### config.mk
export PLATFORM = sky130hd
export DESIGN_NAME = eeprom_target
export DESIGN_NICKNAME = d
export VERILOG_FILES = /design/src/rtl/eeprom_pkg.sv /design/src/rtl/ee_line_mon.sv /design/src/rtl/ee_store.sv /design/src/rtl/eeprom_target.sv
export SDC_FILE = /design/constraint.sdc
export NUM_CORES = 2
export LEC_CHECK = 0
export BUFFER_PORTS_ARGS = -buffer_cell sky130_fd_sc_hd__buf_2
export CORE_ASPECT_RATIO = 1.25
export CORE_UTILIZATION = 54
export CTS_BUF_LIST = sky130_fd_sc_hd__clkbuf_8
export DETAILED_ROUTE_END_ITERATION = 7
export MAX_ROUTING_LAYER = met4
export PLACE_DENSITY_LB_ADDON = 0.15
export SLEW_MARGIN = 20
export SYNTH_ARGS = -nofsm -noshare
export SYNTH_HDL_FRONTEND = slang
export SYNTH_HIERARCHICAL = 1
export SYNTH_MEMORY_MAX_BITS = 65536
export SYNTH_SLANG_ARGS = --single-unit
### constraint.sdc
create_clock -name clk -period 6.8 [get_ports clk]
set_input_delay 0.34 -clock clk [delete_from_list [all_inputs] [get_ports clk]]
set_output_delay 0.34 -clock clk [all_outputs]
set_load 0.02 [all_outputs]
### src/rtl/eeprom_pkg.sv
package eeprom_pkg;

    localparam logic [3:0] DEV_TYPE = 4'b1010;

    typedef enum logic [3:0] {
        S_IDLE,
        S_DEV,
        S_DEV_ACK,
        S_AHI,
        S_AHI_ACK,
        S_ALO,
        S_ALO_ACK,
        S_WDAT,
        S_WDAT_ACK,
        S_RDAT,
        S_RACK,
        S_SKIP
    } bus_state_e;

    typedef struct packed {
        logic start;
        logic stop;
        logic rise;
        logic fall;
        logic sda;
    } line_evt_t;

    function automatic logic sel_match(input logic [7:0] b, input logic [2:0] strap);
        return (b[7:4] == DEV_TYPE) && (b[3:1] == strap);
    endfunction

endpackage

### src/rtl/ee_line_mon.sv
module ee_line_mon
    import eeprom_pkg::*;
(
    input  logic      clk,
    input  logic      rst,
    input  logic      scl_i,
    input  logic      sda_i,
    output line_evt_t evt
);
    logic scl_q;
    logic sda_q;

    always_ff @(posedge clk) begin
        if (rst) begin
            scl_q <= 1'b1;
            sda_q <= 1'b1;
        end else begin
            scl_q <= scl_i;
            sda_q <= sda_i;
        end
    end

    always_comb begin
        evt.start = scl_q & scl_i & sda_q & ~sda_i;
        evt.stop  = scl_q & scl_i & ~sda_q & sda_i;
        evt.rise  = ~scl_q & scl_i;
        evt.fall  = scl_q & ~scl_i;
        evt.sda   = sda_i;
    end

endmodule

### src/rtl/ee_store.sv
module ee_store #(
    parameter int MEM_BYTES    = 512,
    parameter int PAGE_BYTES   = 64,
    parameter int WRITE_CYCLES = 300
) (
    input  logic                           clk,
    input  logic                           rst,
    input  logic [$clog2(MEM_BYTES)-1:0]   rd_addr,
    output logic [7:0]                     rd_data,
    input  logic                           buf_we,
    input  logic [$clog2(PAGE_BYTES)-1:0]  buf_idx,
    input  logic [7:0]                     buf_data,
    input  logic                           buf_clr,
    input  logic                           commit,
    input  logic [$clog2(MEM_BYTES)-$clog2(PAGE_BYTES)-1:0] commit_page,
    output logic                           busy
);
    localparam int ADDR_W = $clog2(MEM_BYTES);
    localparam int PAGE_W = $clog2(PAGE_BYTES);
    localparam int PG_W   = ADDR_W - PAGE_W;
    localparam int TW     = $clog2(WRITE_CYCLES + 1);

    logic [7:0]            mem      [MEM_BYTES];
    logic [7:0]            page_buf [PAGE_BYTES];
    logic [PAGE_BYTES-1:0] valid;
    logic [TW-1:0]         timer;
    logic [PG_W-1:0]       page_q;
    logic [PAGE_W-1:0]     cidx;
    logic                  mem_we;

    assign cidx    = timer[PAGE_W-1:0];
    assign mem_we  = busy && (timer < TW'(PAGE_BYTES)) && valid[cidx];
    assign rd_data = mem[rd_addr];

    always_ff @(posedge clk) begin
        if (buf_we) page_buf[buf_idx] <= buf_data;
    end

    always_ff @(posedge clk) begin
        if (mem_we) mem[{page_q, cidx}] <= page_buf[cidx];
    end

    always_ff @(posedge clk) begin
        if (rst || buf_clr) valid <= '0;
        else if (buf_we)    valid[buf_idx] <= 1'b1;
    end

    always_ff @(posedge clk) begin
        if (rst) begin
            busy   <= 1'b0;
            timer  <= '0;
            page_q <= '0;
        end else if (commit) begin
            busy   <= 1'b1;
            timer  <= '0;
            page_q <= commit_page;
        end else if (busy) begin
            if (timer == TW'(WRITE_CYCLES - 1)) busy <= 1'b0;
            timer <= timer + 1'b1;
        end
    end

    AST_COMMIT_WHEN_IDLE: assert property (@(posedge clk) disable iff (rst)
        commit |-> !busy);
    AST_BUSY_FROM_COMMIT: assert property (@(posedge clk) disable iff (rst)
        $rose(busy) |-> $past(commit));

endmodule

### src/rtl/eeprom_target.sv
module eeprom_target
    import eeprom_pkg::*;
#(
    parameter int MEM_BYTES    = 512,
    parameter int PAGE_BYTES   = 64,
    parameter int WRITE_CYCLES = 300
) (
    input  logic       clk,
    input  logic       rst,
    input  logic       scl_i,
    input  logic       sda_i,
    input  logic [2:0] chip_addr,
    input  logic       write_lock,
    output logic       sda_oe
);
    localparam int ADDR_W = $clog2(MEM_BYTES);
    localparam int PAGE_W = $clog2(PAGE_BYTES);
    localparam int HI_W   = ADDR_W - 8;

    line_evt_t         evt;
    bus_state_e        state;
    logic [3:0]        bitcnt;
    logic [7:0]        shreg;
    logic [7:0]        txbyte;
    logic              rw_q;
    logic              mack_q;
    logic              pend;
    logic [HI_W-1:0]   ahi_q;
    logic [ADDR_W-1:0] addr_q;
    logic [7:0]        rd_data;
    logic              busy;
    logic              byte_end;
    logic              buf_we;
    logic              buf_clr;
    logic              commit;

    ee_line_mon u_mon (
        .clk (clk),
        .rst (rst),
        .scl_i(scl_i),
        .sda_i(sda_i),
        .evt (evt)
    );

    ee_store #(
        .MEM_BYTES   (MEM_BYTES),
        .PAGE_BYTES  (PAGE_BYTES),
        .WRITE_CYCLES(WRITE_CYCLES)
    ) u_store (
        .clk        (clk),
        .rst        (rst),
        .rd_addr    (addr_q),
        .rd_data    (rd_data),
        .buf_we     (buf_we),
        .buf_idx    (addr_q[PAGE_W-1:0]),
        .buf_data   (shreg),
        .buf_clr    (buf_clr),
        .commit     (commit),
        .commit_page(addr_q[ADDR_W-1:PAGE_W]),
        .busy       (busy)
    );

    assign byte_end = evt.fall && (bitcnt == 4'd8);
    assign buf_we   = (state == S_WDAT) && byte_end;
    assign buf_clr  = (state == S_ALO) && byte_end;
    assign commit   = evt.stop && pend;

    always_ff @(posedge clk) begin
        if (rst) begin
            state  <= S_IDLE;
            bitcnt <= '0;
            shreg  <= '0;
            txbyte <= '0;
            rw_q   <= 1'b0;
            mack_q <= 1'b0;
            pend   <= 1'b0;
            ahi_q  <= '0;
            addr_q <= '0;
            sda_oe <= 1'b0;
        end else if (evt.stop) begin
            state  <= S_IDLE;
            sda_oe <= 1'b0;
            pend   <= 1'b0;
        end else if (evt.start) begin
            state  <= S_DEV;
            bitcnt <= '0;
            sda_oe <= 1'b0;
            pend   <= 1'b0;
        end else begin
            unique case (state)
                S_DEV, S_AHI, S_ALO, S_WDAT: begin
                    if (evt.rise) begin
                        shreg  <= {shreg[6:0], evt.sda};
                        bitcnt <= bitcnt + 1'b1;
                    end
                    if (byte_end) begin
                        bitcnt <= '0;
                        sda_oe <= 1'b1;
                        case (state)
                            S_DEV: begin
                                if (sel_match(shreg, chip_addr) && !busy) begin
                                    rw_q  <= shreg[0];
                                    state <= S_DEV_ACK;
                                end else begin
                                    sda_oe <= 1'b0;
                                    state  <= S_SKIP;
                                end
                            end
                            S_AHI: begin
                                ahi_q <= shreg[HI_W-1:0];
                                state <= S_AHI_ACK;
                            end
                            S_ALO: begin
                                addr_q <= {ahi_q, shreg};
                                state  <= S_ALO_ACK;
                            end
                            default: begin
                                addr_q <= {addr_q[ADDR_W-1:PAGE_W], addr_q[PAGE_W-1:0] + 1'b1};
                                pend   <= pend | ~write_lock;
                                state  <= S_WDAT_ACK;
                            end
                        endcase
                    end
                end
                S_DEV_ACK, S_AHI_ACK, S_ALO_ACK, S_WDAT_ACK: begin
                    if (evt.fall) begin
                        sda_oe <= 1'b0;
                        bitcnt <= '0;
                        case (state)
                            S_DEV_ACK: begin
                                if (rw_q) begin
                                    txbyte <= rd_data;
                                    sda_oe <= ~rd_data[7];
                                    addr_q <= addr_q + 1'b1;
                                    state  <= S_RDAT;
                                end else begin
                                    state <= S_AHI;
                                end
                            end
                            S_AHI_ACK: state <= S_ALO;
                            default:   state <= S_WDAT;
                        endcase
                    end
                end
                S_RDAT: begin
                    if (evt.rise) bitcnt <= bitcnt + 1'b1;
                    if (evt.fall) begin
                        if (bitcnt == 4'd8) begin
                            sda_oe <= 1'b0;
                            bitcnt <= '0;
                            state  <= S_RACK;
                        end else begin
                            txbyte <= {txbyte[6:0], 1'b0};
                            sda_oe <= ~txbyte[6];
                        end
                    end
                end
                S_RACK: begin
                    if (evt.rise) mack_q <= ~evt.sda;
                    if (evt.fall) begin
                        if (mack_q) begin
                            txbyte <= rd_data;
                            sda_oe <= ~rd_data[7];
                            addr_q <= addr_q + 1'b1;
                            state  <= S_RDAT;
                        end else begin
                            state <= S_SKIP;
                        end
                    end
                end
                default: ;
            endcase
        end
    end

    AST_NO_ACK_WHILE_BUSY: assert property (@(posedge clk) disable iff (rst)
        (state == S_DEV_ACK) |-> !busy);
    AST_DRIVE_ON_LOW_CLOCK: assert property (@(posedge clk) disable iff (rst)
        $rose(sda_oe) |-> !scl_i);
    AST_PAGE_KEPT: assert property (@(posedge clk) disable iff (rst)
        buf_we |=> (addr_q[ADDR_W-1:PAGE_W] == $past(addr_q[ADDR_W-1:PAGE_W])));
    AST_SKIP_RELEASED: assert property (@(posedge clk) disable iff (rst)
        (state == S_SKIP) |-> !sda_oe);

endmodule

==> impl_metrics.py <==
metrics = {
    "global_route": {
        "grt-ovfl-total": 0,
        "grt_pass1_vias": 99700,
        "antenna_found_initial": 15,
        "grtUsageTotal_pct": 28.9,
        "grt_max_degree": 221,
        "grt_pass1_wl_microns": 704000,
    },
    "detailed_routing": {
        "routedWlPerCell_microns": 32.4,
        "dr.pass1.iters": 7,
        "via_per_inst": 6.53,
        "drtAntennaViolNets": 0,
        "drc": 0,
        "initialDrtViolationCount": 10500,
        "route.vias.total": 98800,
        "finalWirelength_microns": 490000,
    },
    "critical_path": {
        "crit_type": "flip-flop to flip-flop",
        "cp_cell_sequence": "buf_12 -> buf_4 -> mux2i_1 -> o221ai_1 -> o22ai_1 -> a22o_1 -> a221oi_1 -> a21boi_0 -> buf_4 -> a211oi_1 -> mux2i_1 -> a311oi_1",
        "r2r_end": "txbyte[4]",
        "worst-path-stages": 12,
        "rrSetupSlack_ns": 1.72,
        "required_ns": 7.93,
        "cp_num_buf_inv": 3,
        "worstRegToRegCells": 12,
        "worst_ep_arrival_time_ns": 6.20,
        "crit_path_end_kind": "flip-flop",
        "cp_slowest_cell": "dfxtp_4",
        "path_delay_family": "compound AO/OA/AOI/OAI gates",
        "cp_max_fo": 59,
        "timing.rr.start": "addr_q[0]",
        "start_kind": "flip-flop",
        "cpPeakStageDelay_ns": 0.97,
    },
    "power": {
        "total_power_mw": 54.0,
        "irDropWorstVdd_v": 0.000192,
        "power_density_nw_per_um2": 261,
        "power.static_leakage_nw": 57.0,
    },
    "worst_hold_path": {
        "hold_start": "rst",
        "hold_end": "shreg[0]",
        "hold_depth": 4,
        "hold_class": "input pin to flip-flop",
    },
    "synth": {
        "synth.distinct_cells": 90,
        "synth-seq-cells": 4730,
        "syn_area_sq_um": 186000,
        "synth_area_leaders": "edfxtp_1 74%, mux4_2 10%, mux2i_1 4.4%",
        "netlist.area_leader.share_pct": 74.4,
        "yosysWarnings": 6,
        "netlist_instances": 9467,
        "synth-main-ff-cell": "edfxtp_1",
        "async_reset_ff_share_pct": 0,
        "synth_area_leader_cell": "edfxtp_1",
        "syn_avg_cell_area_sq_um": 19.6,
        "yosysSeqAreaShare_pct": 75.8,
        "syn-num-nets": 9482,
        "synth-edff-count": 4608,
    },
    "timing": {
        "setup_violations": 0,
        "fmax_ghz": 0.197,
        "finalHoldViolations": 0,
        "relSlewSlack_pct": 15.0,
        "setup_tns_ns": 0,
        "hold_ws_ns": 0.244,
        "min_period_ns": 5.08,
        "min_period_over_period_pct": 74.7,
        "slew_violations": 0,
        "fin_worst_skew_ns": 0.0557,
        "tightest_slew_ns": 1.27,
        "rsz0062_at_grt": "no",
    },
    "clocking": {
        "cts.reportedPaths.clkPinSlew_ns": 0.06,
        "ctsHtreeMaxLevel": 6,
        "cts_tree": "yes",
        "postCtsResizedCells": 0,
        "cts_buffer_depth": 4,
        "cts_sinks": 4730,
        "cts_buffers": 704,
        "cts_root_buf": "clkbuf_8",
        "clk_latency_ns": 1.23,
    },
    "floorplan": {
        "die_area_sq_um": 347000,
        "ioPinCount": 9,
        "initial_utilization_pct": 54.3,
        "die_y_microns": 658,
        "num_rows": 240,
        "core_area_sq_um": 342000,
        "die_w_microns": 527,
    },
    "layout": {
        "final_cell_mix": "4608 x edfxtp_1, 837 x mux4_2, 815 x mux2i_1",
        "layout.cells.most_common": "edfxtp_1",
        "n_fill_cell": 24300,
        "syn_to_final_growth_pct": 11.5,
        "multi_input_area_sq_um": 42900,
        "utilization_pct": 60.6,
        "final_cells": 15100,
        "drive_gt1_share_pct": 24.0,
        "final-seq-area_sq_um": 141000,
        "finalNetCount": 10100,
    },
    "flow_run": {
        "cap_violations": 0,
    },
    "outcome": {
        "status": "finished, final reports clean",
    },
    "place": {
        "place.gp.congestion": 0.889,
        "dpl.hpwl_microns": 294000,
        "io_buffers": 8,
        "dp.cells": 13800,
    },
}
-- registers in the layout, indices dropped and copies added (netlist names), named ones only --
name and count:
u_store/page_q 3, u_store/timer 9, rw_q 1, u_mon/scl_q 1, sda_oe 1, u_mon/sda_q 1, shreg 8, mack_q 1
addr_q 9, u_store/page_buf 512, bitcnt 4, ahi_q 1, u_store/mem 4096, u_store/busy 1, pend 1, txbyte 7
state 4, u_store/valid 64
-- synth_stat cells (122+ instances only) --
| cell | instances |
|---|---|
| a21oi_1 | 218 |
| buf_4 | 166 |
| clkbuf_1 | 330 |
| dfxtp_1 | 122 |
| edfxtp_1 | 4608 |
| mux2i_1 | 815 |
| mux4_2 | 845 |
| nand2_1 | 158 |
| nor2_1 | 198 |
| nor3_1 | 563 |
| o221ai_1 | 312 |
| o22ai_1 | 202 |
-- cell type report --
| type | instances | share of cell area (%) |
|---|---|---|
| Inverter | 18 | 0.0398 |
| Clock inverter | 544 | 1.34 |
| Tap cell | 4477 | 2.70 |
| Antenna cell | 23 | 0.0278 |
| Sequential cell | 4730 | 67.9 |
| Multi-Input combinational cell | 4045 | 20.7 |
| Timing Repair Buffer | 566 | 2.44 |
| Clock buffer | 724 | 4.81 |
-- how the worst max path moves through the flow --
stage | slack [ns] | endpoint | start
global route | 1.62 | txbyte[4] | addr_q[0]
floorplan | 0.46 | u_store/mem[0][0] | flip-flop
CTS | 1.78 | txbyte[4] | addr_q[0]
detailed placement | 1.82 | txbyte[4] | addr_q[0]
finish | 1.72 | txbyte[4] | addr_q[0]
global placement | 1.54 | sda_oe | addr_q[0]
-- worst reg2reg max path, cell delays in order, from the launching register on --
cell and delay, ns:
dfxtp_4 0.97, buf_12 0.50, buf_4 0.54, mux2i_1 0.18, o221ai_1 0.40, o22ai_1 0.17, a22o_1 0.24, a221oi_1 0.80
a21boi_0 0.27, buf_4 0.26, a211oi_1 0.24, mux2i_1 0.12, a311oi_1 0.28
-- logic make-up after synthesis --
logic type / share of synthesized area [%]
AND/OR/NAND/NOR: 3.21
multiplexers: 14.7
adder cells (fa/ha/maj): 0.0471
flip-flops: 75.8
XOR/XNOR: 0.0518
AO/OA/AOI/OAI: 4.40
buffers and inverters: 1.84
-- per-layer routing --
metal / up-vias / routed length (microns) / track usage, %
met3: 1025 / 36600 / 4.25
met2: 4774 / 244000 / 46.8
met5: - / 0 / -
met1: 52000 / 186000 / 36.9
met4: 0 / 22900 / 12.0
li1: 41000 / - / -
-- where the power goes --
| group | internal (mW) | leakage [nW] | switching (mW) | total, mW |
|---|---|---|---|---|
| combinational | 0.571 | 11.8 | 0.804 | 1.38 |
| sequential | 31.5 | 37.7 | 0.0278 | 31.5 |
| clock | 10.3 | 7.42 | 10.8 | 21.1 |
-- stage by stage --
stage / cell area [sq um] / setup WS (ns)
2_1_floorplan: 186000 / 0.459
3_3_place_gp: 193000 / 1.54
3_5_place_dp: 194000 / 1.82
4_1_cts: 207000 / 1.78
5_1_grt: 207000 / 1.62
6_report: 207000 / 1.72
-- repair_timing --
action                                 CTS  global route
endpoints found under the hold margin   42             0
hold buffers                            13             0
buffers inserted                         0             0
Power figures use the tool's default switching activity.
